<file path="src/rtl/busSeqPkg.sv">
package busSeqPkg;

  typedef enum logic [2:0] {
    KIND_FETCH  = 3'd0,
    KIND_MEM_RD = 3'd1,
    KIND_MEM_WR = 3'd2,
    KIND_IO_RD  = 3'd3,
    KIND_IO_WR  = 3'd4
  } cycKind_e;

  typedef enum logic [2:0] {
    ST_IDLE = 3'd0,
    ST_T1   = 3'd1,
    ST_T2   = 3'd2,
    ST_T3   = 3'd3,
    ST_T4   = 3'd4
  } tState_e;

  // Strobes from control to datapath
  typedef struct packed {
    logic loadReq;    // latch the request this edge
    logic active;     // a cycle is running
    logic driveAddr;  // low address byte on shared lines
    logic driveData;  // write byte on shared lines
    logic capture;    // sample shared lines this edge
    logic finish;     // last data T-state
  } seqStrobe_t;

  function automatic logic kindValid(input logic [2:0] k);
    return (k <= 3'd4);
  endfunction

  function automatic logic kindFetch(input logic [2:0] k);
    return (k == KIND_FETCH);
  endfunction

  function automatic logic kindReads(input logic [2:0] k);
    return (k == KIND_FETCH) || (k == KIND_MEM_RD) || (k == KIND_IO_RD);
  endfunction

  function automatic logic kindWrites(input logic [2:0] k);
    return (k == KIND_MEM_WR) || (k == KIND_IO_WR);
  endfunction

  function automatic logic kindIo(input logic [2:0] k);
    return (k == KIND_IO_RD) || (k == KIND_IO_WR);
  endfunction

endpackage

</file>
<file path="src/rtl/busSeqCtrl.sv">
module busSeqCtrl
  import busSeqPkg::*;
(
  input  logic       clk,
  input  logic       rstN,
  input  logic       startIn,
  input  logic [2:0] kindIn,
  output seqStrobe_t strb,
  output logic       busy,
  output logic       ale,
  output logic       rdN,
  output logic       wrN
);

  tState_e    state, stateNext;
  logic [2:0] kindQ;
  logic       accept;
  logic       dataPhase;

  assign accept = (state == ST_IDLE) && startIn && kindValid(kindIn);

  always_comb begin
    stateNext = state;
    case (state)
      ST_IDLE: if (accept) stateNext = ST_T1;
      ST_T1:   stateNext = ST_T2;
      ST_T2:   stateNext = ST_T3;
      ST_T3:   stateNext = kindFetch(kindQ) ? ST_T4 : ST_IDLE;
      ST_T4:   stateNext = ST_IDLE;
      default: stateNext = ST_IDLE;
    endcase
  end

  always_ff @(posedge clk) begin
    if (!rstN) begin
      state <= ST_IDLE;
      kindQ <= KIND_FETCH;
    end else begin
      state <= stateNext;
      if (accept) kindQ <= kindIn;
    end
  end

  assign dataPhase = (state == ST_T2) || (state == ST_T3);

  always_comb begin
    strb.loadReq   = accept;
    strb.active    = (state != ST_IDLE);
    strb.driveAddr = (state == ST_T1);
    strb.driveData = dataPhase && kindWrites(kindQ);
    strb.capture   = (state == ST_T3) && kindReads(kindQ);
    strb.finish    = (state == ST_T3);
  end

  assign busy = (state != ST_IDLE);
  assign ale  = (state == ST_T1);
  assign rdN  = !(dataPhase && kindReads(kindQ));
  assign wrN  = !(dataPhase && kindWrites(kindQ));

  // read and write strobes never overlap
  assert_rd_wr_exclusive_R7: assert property (@(posedge clk) disable iff (!rstN)
    !(!rdN && !wrN));

  // each strobe stays low for exactly two periods
  assert_rd_width_R7: assert property (@(posedge clk) disable iff (!rstN)
    $fell(rdN) |=> !rdN ##1 rdN);
  assert_wr_width_R7: assert property (@(posedge clk) disable iff (!rstN)
    $fell(wrN) |=> !wrN ##1 wrN);

  // address strobe lasts one period
  assert_ale_single_R4: assert property (@(posedge clk) disable iff (!rstN)
    ale |=> !ale);

  // every cycle opens with the address strobe
  assert_cycle_opens_R3: assert property (@(posedge clk) disable iff (!rstN)
    $rose(busy) |-> ale);

endmodule

</file>
<file path="src/rtl/busSeqDatapath.sv">
module busSeqDatapath
  import busSeqPkg::*;
#(
  parameter int ADDR_W = 16,
  parameter int DATA_W = 8,
  localparam int HI_W  = ADDR_W - DATA_W
) (
  input  logic              clk,
  input  logic              rstN,
  input  seqStrobe_t        strb,
  input  logic [2:0]        kindIn,
  input  logic [ADDR_W-1:0] addrIn,
  input  logic [DATA_W-1:0] wrDataIn,
  input  logic [DATA_W-1:0] adIn,
  output logic [HI_W-1:0]   addrHi,
  output logic [DATA_W-1:0] adOut,
  output logic              adOe,
  output logic              ioM,
  output logic              s1,
  output logic              s0,
  output logic [DATA_W-1:0] rdData,
  output logic              done
);

  logic [2:0]        kindQ;
  logic [ADDR_W-1:0] addrQ;
  logic [DATA_W-1:0] wrDataQ;
  logic [HI_W-1:0]   hiSel;

  always_ff @(posedge clk) begin
    if (!rstN) begin
      kindQ   <= KIND_FETCH;
      addrQ   <= '0;
      wrDataQ <= '0;
      rdData  <= '0;
      done    <= 1'b0;
    end else begin
      if (strb.loadReq) begin
        kindQ   <= kindIn;
        addrQ   <= addrIn;
        wrDataQ <= wrDataIn;
      end
      if (strb.capture) rdData <= adIn;
      done <= strb.finish;
    end
  end

  // I/O cycles repeat the port number on the upper lines
  assign hiSel = kindIo(kindQ) ? HI_W'(addrQ[DATA_W-1:0]) : addrQ[ADDR_W-1:DATA_W];

  always_comb begin
    addrHi = strb.active ? hiSel : '0;
    adOut  = '0;
    if (strb.driveAddr)      adOut = addrQ[DATA_W-1:0];
    else if (strb.driveData) adOut = wrDataQ;
    adOe   = strb.driveAddr || strb.driveData;
    ioM    = strb.active && kindIo(kindQ);
    s1     = strb.active && kindReads(kindQ);
    s0     = strb.active && (kindFetch(kindQ) || kindWrites(kindQ));
  end

  // completion is a single-period pulse
  assert_done_pulse_R9: assert property (@(posedge clk) disable iff (!rstN)
    done |=> !done);

  // a capture is always followed by completion
  assert_capture_done_R9: assert property (@(posedge clk) disable iff (!rstN)
    strb.capture |=> done);

  // after T1 only writes drive the shared lines
  assert_oe_write_only_R8: assert property (@(posedge clk) disable iff (!rstN)
    (adOe && !strb.driveAddr) |-> kindWrites(kindQ));

  // quiet bus while idle
  assert_idle_quiet_R1: assert property (@(posedge clk) disable iff (!rstN)
    !strb.active |-> (!ioM && !s1 && !s0 && !adOe && addrHi == '0));

endmodule

</file>
<file path="src/rtl/busCycleSeq.sv">
module busCycleSeq
  import busSeqPkg::*;
#(
  parameter int ADDR_W = 16,
  parameter int DATA_W = 8
) (
  input  logic                       clk,
  input  logic                       rstN,
  input  logic                       startIn,
  input  logic [2:0]                 kindIn,
  input  logic [ADDR_W-1:0]          addrIn,
  input  logic [DATA_W-1:0]          wrDataIn,
  input  logic [DATA_W-1:0]          adIn,
  output logic                       busyOut,
  output logic                       doneOut,
  output logic [DATA_W-1:0]          rdDataOut,
  output logic [ADDR_W-DATA_W-1:0]   addrHiOut,
  output logic [DATA_W-1:0]          adOut,
  output logic                       adOeOut,
  output logic                       aleOut,
  output logic                       ioMOut,
  output logic                       s1Out,
  output logic                       s0Out,
  output logic                       rdNOut,
  output logic                       wrNOut
);

  seqStrobe_t strb;

  busSeqCtrl i_ctrl (
    .clk     (clk),
    .rstN    (rstN),
    .startIn (startIn),
    .kindIn  (kindIn),
    .strb    (strb),
    .busy    (busyOut),
    .ale     (aleOut),
    .rdN     (rdNOut),
    .wrN     (wrNOut)
  );

  busSeqDatapath #(.ADDR_W(ADDR_W), .DATA_W(DATA_W)) i_dp (
    .clk      (clk),
    .rstN     (rstN),
    .strb     (strb),
    .kindIn   (kindIn),
    .addrIn   (addrIn),
    .wrDataIn (wrDataIn),
    .adIn     (adIn),
    .addrHi   (addrHiOut),
    .adOut    (adOut),
    .adOe     (adOeOut),
    .ioM      (ioMOut),
    .s1       (s1Out),
    .s0       (s0Out),
    .rdData   (rdDataOut),
    .done     (doneOut)
  );

endmodule

</file>
<file path="config.mk">
export PLATFORM = sky130hd
export DESIGN_NAME = busCycleSeq
export DESIGN_NICKNAME = d
export VERILOG_FILES = /design/src/rtl/busSeqPkg.sv /design/src/rtl/busSeqCtrl.sv /design/src/rtl/busSeqDatapath.sv /design/src/rtl/busCycleSeq.sv
export SDC_FILE = /design/constraint.sdc
export NUM_CORES = 1
export LEC_CHECK = 0
export ABC_AREA = 1
export BUFFER_PORTS_ARGS = -buffer_cell sky130_fd_sc_hd__buf_2
export CORE_ASPECT_RATIO = 0.5
export CORE_MARGIN = 2
export CORE_UTILIZATION = 25
export CTS_BUF_LIST = sky130_fd_sc_hd__clkbuf_8
export DETAILED_ROUTE_END_ITERATION = 8
export MAX_ROUTING_LAYER = met4
export SLEW_MARGIN = 20
export SYNTH_ARGS = -nofsm -noshare
export SYNTH_HDL_FRONTEND = slang
export SYNTH_SLANG_ARGS = --single-unit
export TNS_END_PERCENT = 10
</file>
<file path="constraint.sdc">
create_clock -name clk -period 3.9 [get_ports clk]
set_input_delay 0.78 -clock clk [delete_from_list [all_inputs] [get_ports clk]]
set_output_delay 0.78 -clock clk [all_outputs]
set_load 0.005 [all_outputs]
</file>
# == Word-level counts from Yosys, hierarchy flattened ==
# Index checks and enable logic that the tools add are counted.
# totals
ff_bits,39
latch_bits,0
ramBits,0
romBits,0
inputBits,38
out_inout_bits,33
elab_cells,42
mem_count,0
# classes
n_addsub,0
mul,0
div_mod_pow,0
n_lt_le_gt_ge,1
eq_ne,8
shift,0
mux,7
bitwise,0
reduce_logical,20
# ops
op,count
8-bit two-way mux,4
3-bit by 2-bit equality test with 1-bit output (second input constant),4
3-bit one-hot mux with 4 select lines,1
1-bit logical AND,8
1-bit logical OR,7
3-bit by 1-bit equality test with 1-bit output (second input constant),2
3-bit zero test,2
3-bit two-way mux,2
3-bit equality test (second input constant),1
3-bit <= comparator (second input constant),1
3-bit nonzero test,1
1-bit zero test,2
2-bit by 1-bit != test with 1-bit output (second input constant),1

# == Depth between registers and ports, before layout ==
# Gate-level depths: netlist of the first run.
# depth
ltp_word,5
depth_mapped,7
ltp_nobuf,6

# == By module ==
# From an unflattened synthesis of the first run, not the netlist that was laid out.
# unflattened
hier_cells,284
hier_area_um2,1934.4
# modules_own_cells
module,n_inst,cells_each,area_per_inst_um2,seq_area_each_um2
busSeqDatapath,1,225,1572.8,720.7
busSeqCtrl,1,59,361.6,120.1

# == Worst setup path after synthesis of the first run ==
# OpenSTA, ideal clock, no wires.
# synth_timing
path_kind,register to output
startpoint,register i_ctrl.state[0]
endpoint,output port adOut[4]
arrival_time_ns,1.080
required_time_ns,3.120
path_slack_ns,2.040
path_stages_with_launch,5
path_buffers,0
path_cell_list,dfxtp_1 -> nand3_1 -> nand2_1 -> nand3_2 -> o21ai_0
# synth_via
elab_chain_len,5
# synth_rtl
element,line,rtl
"start, declared",busSeqCtrl.sv:15,"tState_e state, stateNext;"
"start signal, assigned",busSeqCtrl.sv:39,state <= stateNext;
3-bit by 2-bit equality test with 1-bit output,busSeqCtrl.sv:44,assign dataPhase = (state == ST_T2) || (state == ST_T3);
1-bit logical OR,busSeqCtrl.sv:44,
1-bit logical AND,busSeqCtrl.sv:50,strb.driveData = dataPhase && kindWrites(kindQ);
8-bit two-way mux,busSeqDatapath.sv:55,else if (strb.driveData) adOut = wrDataQ;
8-bit two-way mux *,busSeqDatapath.sv:54,if (strb.driveAddr) adOut = addrQ[DATA_W-1:0];
"end, declared",busCycleSeq.sv:18,"output logic [DATA_W-1:0] adOut,"
# Every way passes the cells marked *; elsewhere a longest branch is shown, timed or not.

==> results of run 1 <==
[worst paths after layout]
kind | end | slack (ps) | from
setup / recovery | addrHiOut[5] | 1220 | i_ctrl.kindQ[0]$_SDFFE_PN0P_
hold / removal | i_dp.addrQ[3]$_SDFFE_PN0P_ | 480 | i_dp.addrQ[3]$_SDFFE_PN0P_
setup reg to reg | i_dp.addrQ[14]$_SDFFE_PN0P_ | 2060 | i_ctrl.state[0]$_SDFFE_PN0P_
hold reg to reg | i_dp.addrQ[3]$_SDFFE_PN0P_ | 480 | i_dp.addrQ[3]$_SDFFE_PN0P_
[final cells by class]
type                    count  area, sq um  area share, %
multi-input cells         216          927           36.5
inverters                  53          199           7.83
flip-flops and latches     39          781           30.7
well taps                 108          135           5.32
clock buffers               5         68.8           2.71
clock inverters             3         63.8           2.51
repair buffers             72          365           14.4
[critical path: stages (launching register included)]
cell,delay [ps]
dfxtp_1,360
o21ai_1,590
buf_4,300
nand3b_1,110
nand2_1,80
nor2_1,50
buf_2,120
[registers in the layout, indices dropped and copies added, names as in the netlist]
register / cells
i_dp.rdData: 8
i_ctrl.kindQ: 3
i_dp.wrDataQ: 8
i_dp.done: 1
i_ctrl.state: 3
i_dp.addrQ: 16
[logic make-up after synthesis]
family,share of synthesized area (%)
AND/OR/NAND/NOR,40.1
buffers and inverters,14.2
flip-flops,39.2
AO/OA/AOI/OAI,6.54
[per-layer routing]
| layer | share of wire, % | vias up |
|---|---|---|
| met5 | 0 | - |
| met4 | 1.1 | 0 |
| met3 | 3.3 | 5 |
| met2 | 48 | 26 |
| met1 | 48 | 869 |
| li1 | - | 1080 |
[stage by stage]
| step | power [mW] | setup WS [ps] | cell area, sq um |
|---|---|---|---|
| after detailed placement | 0.913 | 1560 | 2410 |
| after floorplan | 0.787 | 2040 | 1990 |
| final | 1.29 | 1220 | 2540 |
| after CTS | 1.31 | 1220 | 2540 |
| after global routing | 1.39 | 1080 | 2540 |
| after global placement | 0.909 | 1590 | 2410 |
[report_power, final]
| part | switching, mW | internal (mW) |
|---|---|---|
| Clock | 0.143 | 0.253 |
| Sequential | 0.0381 | 0.456 |
| Combinational | 0.250 | 0.154 |
[layout by cell type (no fill, tap or decap)]
| cell type | instances |
|---|---|
| dfxtp_1 | 39 |
| o211ai_1 | 1 |
| clkbuf_8 | 5 |
| nor2_4 | 3 |
| nand3_1 | 8 |
| inv_2 | 2 |
| o21ai_1 | 1 |
| o21ai_4 | 2 |
| buf_4 | 2 |
| a21oi_1 | 9 |
| inv_1 | 52 |
| nor2_1 | 85 |
| buf_2 | 70 |
| nor3_1 | 1 |
| o21ai_0 | 8 |
| nand2_1 | 89 |
| bufinv_16 | 2 |
| nand4_1 | 4 |
| nand3_2 | 1 |
| nand3b_1 | 4 |
==> impl_summary.md, run 1 <==
Outcome
The run finished with clean final reports.

Global routing
After global routing the overflow that remains totals 0. The met2 routing resource usage after global routing is between 10% and 20%. The first-pass GRT wire length is 7940 um. The initial antenna violation count is 0. Global routing consumed, on the met1 layer, roughly 15% of the routing resources. The met3 track demand over resource is roughly 2.2%. The global-route usage over all layers is 12.1%.

The busiest metal layer after global routing is met2. The via count of the first global-routing pass was roughly 1.7k. Entering global routing, the biggest net connects 38 pins.

Timing
The worst pin sits at a relative slew slack of 52.4%. The post-route clock skew is 9.23 ps. The setup violation total in the final timing report is 0. Setup repair after global routing left no endpoint under its margin. The maximum clock rate is 373 MHz. The number of endpoints with negative hold slack in the final report is 0. In the finished design, the share of the clock period the worst path needs comes to 68.7%. The actual transition at the worst max-transition pin is about 710 ps. The number of pins exceeding their max-slew limit in the final report is 0. The final setup TNS is 0 ps. The worst path in the final design needs a cycle of roughly 2700 ps, including I/O delays and setup. The worst hold margin is between 400 and 500 ps.

Critical path
The sort of element at the start of the critical path is a flop. The largest fanout on the critical path is 13. Data on the critical path is required at its endpoint by about 3100 ps.

The critical path is of the flop to output pin type. The number of cells on the worst reg-to-reg path is 7. The capturing element type of the critical path is an output pin. The critical path data arrival time is ~1900 ps.

Yosys
Yosys mapped a number of flops with a built-in enable equal to 0. The async set-or-reset flop fraction in the synthesized netlist is 0%. The number of nets produced by synthesis is between 300 and 400. The mean cell area of the mapped netlist is a little over 6 sq um.

The top cell type by total area after synthesis is dfxtp_1. The synthesized design contains 39 register bits. The sequential area share after synthesis is roughly 39%. The number of warnings reported in the yosys synthesis log is 0. The post-synthesis instance area is 1990 sq um. In this run, distinct cell masters in the synthesized netlist total 20. The most frequently used cell type in the post-synthesis netlist is nand2_1. The cell count after synthesis came out at 322. By area the synthesized netlist is led by dfxtp_1, nand2_1, nor2_1. The most frequently used flop master after synthesis is dfxtp_1. After synthesis, the largest area contributor takes up slightly below 40% of total cell area. The commonest cells after synthesis are nand2_1, nor2_1, inv_1.

Drt
The violation count after the first detailed-routing iteration is 67. The final routed DRC violation total is 0. The antenna violation net count after detailed routing is 0.

The number of vias after detailed routing is between 1.5k and 2k. The per-cell via count in the routed design is around 4.0. The wire length per cell after detailed routing is about 10 um. The detailed-router iteration count before antenna repair is 4.

The total wire length after detailed routing is between 4000 and 5000 um.

Layout
The number of fillers in the final layout is between 800 and 900. Of the cells placed in the final design, the portion with a size suffix greater than 1 is between 20% and 30%. The post-synthesis to final-layout area growth is 27.7%. For this run, the post-layout net count is ~430. Cells fill between 30% and 40% of the core in the end. The final cell count without fillers is slightly below 500.

The antenna diode instance count is 0.

Power and ir drop
For this design the static power due to leakage is between 1 and 1.5 nW. IR analysis of the VDD net gives a maximum drop of ~160 uV. Dividing total power by cell area gives a power density of approximately 510 nW/um^2.

Hold path
The min-delay analysis places its worst path in the category flop to flop. The number of cells on the worst hold path is 2.

Clock tree
The number of buffers added for setup after CTS is 0. The number of buffers added by the clock tree synthesis step is 5. The total clock sinks is 39.

The clock tree from TritonCTS is done. In this run, post-CTS repair resized a total of 0 instances. The CTS H-tree depth is 2.

The insertion delay of the later-clocked pin in the worst-skew pair is between 200 and 300 ps. The clock-pin slew of the registers on the worst-case setup and hold paths is 80 ps. The buffer levels on the longest clock path is 2. CTS placed an instance of clkbuf_8 at the clock tree root. For this design, the CTS-stage hold fixing added 0 buffers.

Placed design
The number of port buffers is 70. At the end of routability-driven placement, the weighted congestion stood at between 0.7 and 0.8. The total instance count after detailed placement is just under 500. Summed over all nets, the half-perimeter wirelength after detailed placement is roughly 3700 um.

Floorplanning
The number of top-level pins is 71. The area inside the core boundary is 7510 sq um. The floorplan step set the die height to around 67 um. The die is around 130 um wide. The number of cell rows is 22.

The die covers approximately 8700 sq um. The initial cell density of the core is 26.5%.

Flow run
Across the run, the number of max-cap violations was 0.
(Power assumes the default switching activity.)
==> inputs of run 2 (changes only) <==
==> constraint.sdc (replaced) <==
create_clock -name clk -period 2.7 [get_ports clk]
set_input_delay 0.54 -clock clk [delete_from_list [all_inputs] [get_ports clk]]
set_output_delay 0.54 -clock clk [all_outputs]
set_load 0.005 [all_outputs]
==> run 2 against run 1 <==
Core utilization is 0.32 points higher. Final area is 0.94% higher. Non-clock buffer count grew 1. Register-to-register slack worse by 790 ps. Routed wire length down 2.5%. Clock power up 46%. Cell count grew 0.20%. Critical endpoint is now adOut[6]. Largest cell class unchanged.
==> impl_summary.md, run 2 (synthesized netlist as in run 1, its figures left out) <==
Clock tree
The number of buffers added for setup after CTS was 0 (unchanged). The hold-fix buffer count after cts is 0 (unchanged). The number of gates given a new drive strength after cts is 0 (unchanged). The number of buffers added by the clock tree synthesis step is 5 (unchanged).

The clock tree from TritonCTS was done (unchanged). The clock-pin slew of the registers on the worst-case setup and hold paths was 80 ps (about the same). The insertion delay of the later-clocked pin in the worst-skew pair is 290 ps (about the same). The CTS H-tree depth is 2 (unchanged). The cell at the root of the clock tree was clkbuf_8 (unchanged). The buffer levels on the longest clock path was 2 (unchanged).

The total clock sinks is 39 (unchanged).

Power and ir drop
The total internal power was 1.26 mW (was 863 uW). The power share of the combinational group came to 31.2% (about the same). The total power after layout was 1.88 mW (was 1.29 mW). The part of the power in registers is 38.0% (was 38.2%).

The switching fraction of total power was 33.1% (was 33.3%). The switching power is 623 uW (was 431 uW). The static leakage came to 1.36 nW (was 1.35 nW). The share of total power in the clock network came to 30.8% (was 30.6%). The ratio of total power to cell area is 733 nW/um^2 (was 510 nW/um^2). The worst supply voltage drop on vdd came to 236 uV (was 160 uV).

Drt
The detailed-router iteration count before antenna repair is 4 (unchanged). The wire length per cell after detailed routing is 9.73 um (was 10.0 um). The violation count after the first detailed-routing iteration is 65 (was 67). The number of vias after detailed routing is 1,944 (was 1,980). The antenna violation net count after detailed routing is 0 (unchanged).

The final routed DRC violation total is 0 (unchanged). The total wire length after detailed routing is 4840 um (was 4960 um). The per-cell via count in the routed design is 3.91 (was 3.99).

Global routing
The global-route usage over all layers is 12.2% (was 12.1%). The first-pass GRT wire length is 8070 um (was 7940 um). The via count of the first global-routing pass is 1,830 (was 1,710). The global route total overflow is 0 (unchanged).

The maximum number of pins on one net before global-route repair was 48 (was 38). The initial antenna violation count is 0 (unchanged).

Critical path
The capturing element type of the critical path was an output pin (unchanged). The delay of the slowest critical-path stage is 400 ps (was 590 ps). The number of cells on the worst reg-to-reg path came to 7 (unchanged). The critical path capture point was adOut[6] (was addrHiOut[5]).

The worst reg2reg path endpoint was i_dp.addrQ[2]$_SDFFE_PN0P_ (was i_dp.addrQ[14]$_SDFFE_PN0P_). The library cell contributing the largest single delay on the critical path is dfxtp_1 (was o21ai_1). Series of cell instances along the critical path: nand3_1 -> nand2_1 -> nand3_2 -> o21ai_0 -> buf_2 (was o21ai_1 -> buf_4 -> nand3b_1 -> nand2_1 -> nor2_1 -> buf_2). The path type of the worst setup path is flop to output pin (unchanged). The worst reg-to-reg setup slack was 1270 ps (was 2060 ps).

The largest fanout on the critical path was 6 (was 13). The critical path data arrival time is 1740 ps (was 1900 ps). The data required time of the critical path is 2160 ps (was 3120 ps). The sort of element at the start of the critical path is a flop (unchanged).

The timing startpoint of the critical path is i_ctrl.state[0]$_SDFFE_PN0P_ (was i_ctrl.kindQ[0]$_SDFFE_PN0P_). The critical register-to-register path startpoint is i_ctrl.state[0]$_SDFFE_PN0P_ (unchanged).

Layout
The antenna diode instance count came to 0 (unchanged). The number of nets in the final layout was 426 (was 425). The final standard cell area without fillers came to 2560 sq um (was 2540 sq um).

The fraction of layout cells with a size suffix above 1 is 22.9% (was 22.4%). The most flop-heavy register is i_dp.addrQ (unchanged). The post-synthesis to final-layout area growth is 28.9% (was 27.7%). The most frequent standard cell in the layout excluding fill and tap cells was nand2_1 (unchanged). The flip-flop count of the largest register after layout is 16 (unchanged).

Biggest registers after layout: i_dp.addrQ (16), i_dp.rdData (8), i_dp.wrDataQ (8) (unchanged). Commonest cells after routing, fill and taps aside: nand2_1, nor2_1, buf_2 (unchanged).

Floorplanning
The number of cell rows is 22 (unchanged). The die height is 67.1 um (unchanged). The initial cell density of the core was 26.5% (unchanged). The number of top-level pins was 71 (unchanged).

The area inside the core boundary is 7510 sq um (unchanged). The width of the die is 130 um (unchanged). The total die area is 8730 sq um (unchanged).

Timing
The ratio of final minimum period to clock period is 84.3%. The setup violation total in the final timing report is 0 (unchanged). The relative slew slack is 66.9% (was 52.4%). Setup repair after global routing missed its margin: no (unchanged).

The post-route clock skew is 8.89 ps (was 9.23 ps). The maximum clock rate is around 440 MHz. The final setup TNS is 0 ps (unchanged). The number of endpoints with negative hold slack in the final report was 0 (unchanged). The number of pins exceeding their max-slew limit in the final report is 0 (unchanged).

The final critical delay including setup and external delays is between 2000 and 2500 ps. The actual transition at the worst max-transition pin came to 497 ps (was 713 ps).

Placed design
The post-place instance area was 2430 sq um (was 2410 sq um). The detailed-placement wirelength estimate is 3680 um (was 3720 um). The number of port buffers is 70 (unchanged).

The placer's final routability congestion estimate is 0.783 (was 0.756).

Flow run
The number of max-cap violations was 0 (unchanged).

Outcome
Run status: complete, no violations (unchanged).

Hold path
The worst hold-check path type is flop to flop (unchanged).
-- run 2: cell types whose count changed in the layout (fill, tap and decap cells not counted), sizes merged --
cell      delta
clkinvlp     +1
inv          -1
buf          +1
-- run 2: worst min-delay path by stage --
| stage | start | end | slack [ps] | cells past startpoint |
|---|---|---|---|---|
| finish | i_dp.rdData[5]$_SDFFE_PN0P_ | i_dp.rdData[5]$_SDFFE_PN0P_ | 480 | 2 |
| floorplan | i_dp.addrQ[0]$_SDFFE_PN0P_ | i_dp.addrQ[0]$_SDFFE_PN0P_ | 460 | 2 |
| detailed placement | i_dp.rdData[5]$_SDFFE_PN0P_ | i_dp.rdData[5]$_SDFFE_PN0P_ | 470 | 2 |
| global placement | i_dp.rdData[4]$_SDFFE_PN0P_ | i_dp.rdData[4]$_SDFFE_PN0P_ | 460 | 2 |
| CTS | i_dp.rdData[0]$_SDFFE_PN0P_ | i_dp.rdData[0]$_SDFFE_PN0P_ | 490 | 2 |
| global route | i_dp.rdData[6]$_SDFFE_PN0P_ | i_dp.rdData[6]$_SDFFE_PN0P_ | 510 | 2 |
-- run 2: metal layers --
layer	GRT usage (%)	share of wire, %	up-vias
met5	-	0	-
met4	3.09	0.68	0
met3	2.57	2.9	4
met2	21.0	49	27
met1	14.7	48	835
li1	-	-	1078
-- run 2: area by class of cell --
type	instances	area [sq um]
multi-input combinational	216	927
tap	108	135
inverter	53	199
clock buffer	5	68.8
timing repair buffer	73	385
fill	862	4950
clock inverter	3	67.6
sequential	39	781
-- run 2: critical path, delay by kind of cell (launching register included) --
family / cells / cell delay (ps)
DFF: 1 / 400
AOI/OAI and AO/OA: 1 / 250
buffers and inverters: 1 / 160
and+or+nand+nor: 3 / 630
-- run 2: stage by stage --
stage                     util [%]  worst slack [ps]  std cells  hold WS, ps
after floorplan                  -              1080        322          455
after global placement        32.3               768        489          461
after detailed placement      32.3               765        489          468
after CTS                     34.1               429        497          486
after global routing          34.1               263        497          509
final                         34.1               423        497          481
-- run 2: power by group through the flow --
stage	combinational (mW)	sequential [mW]	clock, mW
final	0.586	0.715	0.579
after global routing	0.684	0.726	0.618
after CTS	0.597	0.716	0.598
after detailed placement	0.593	0.728	0
after global placement	0.588	0.728	0
after floorplan	0.424	0.713	0
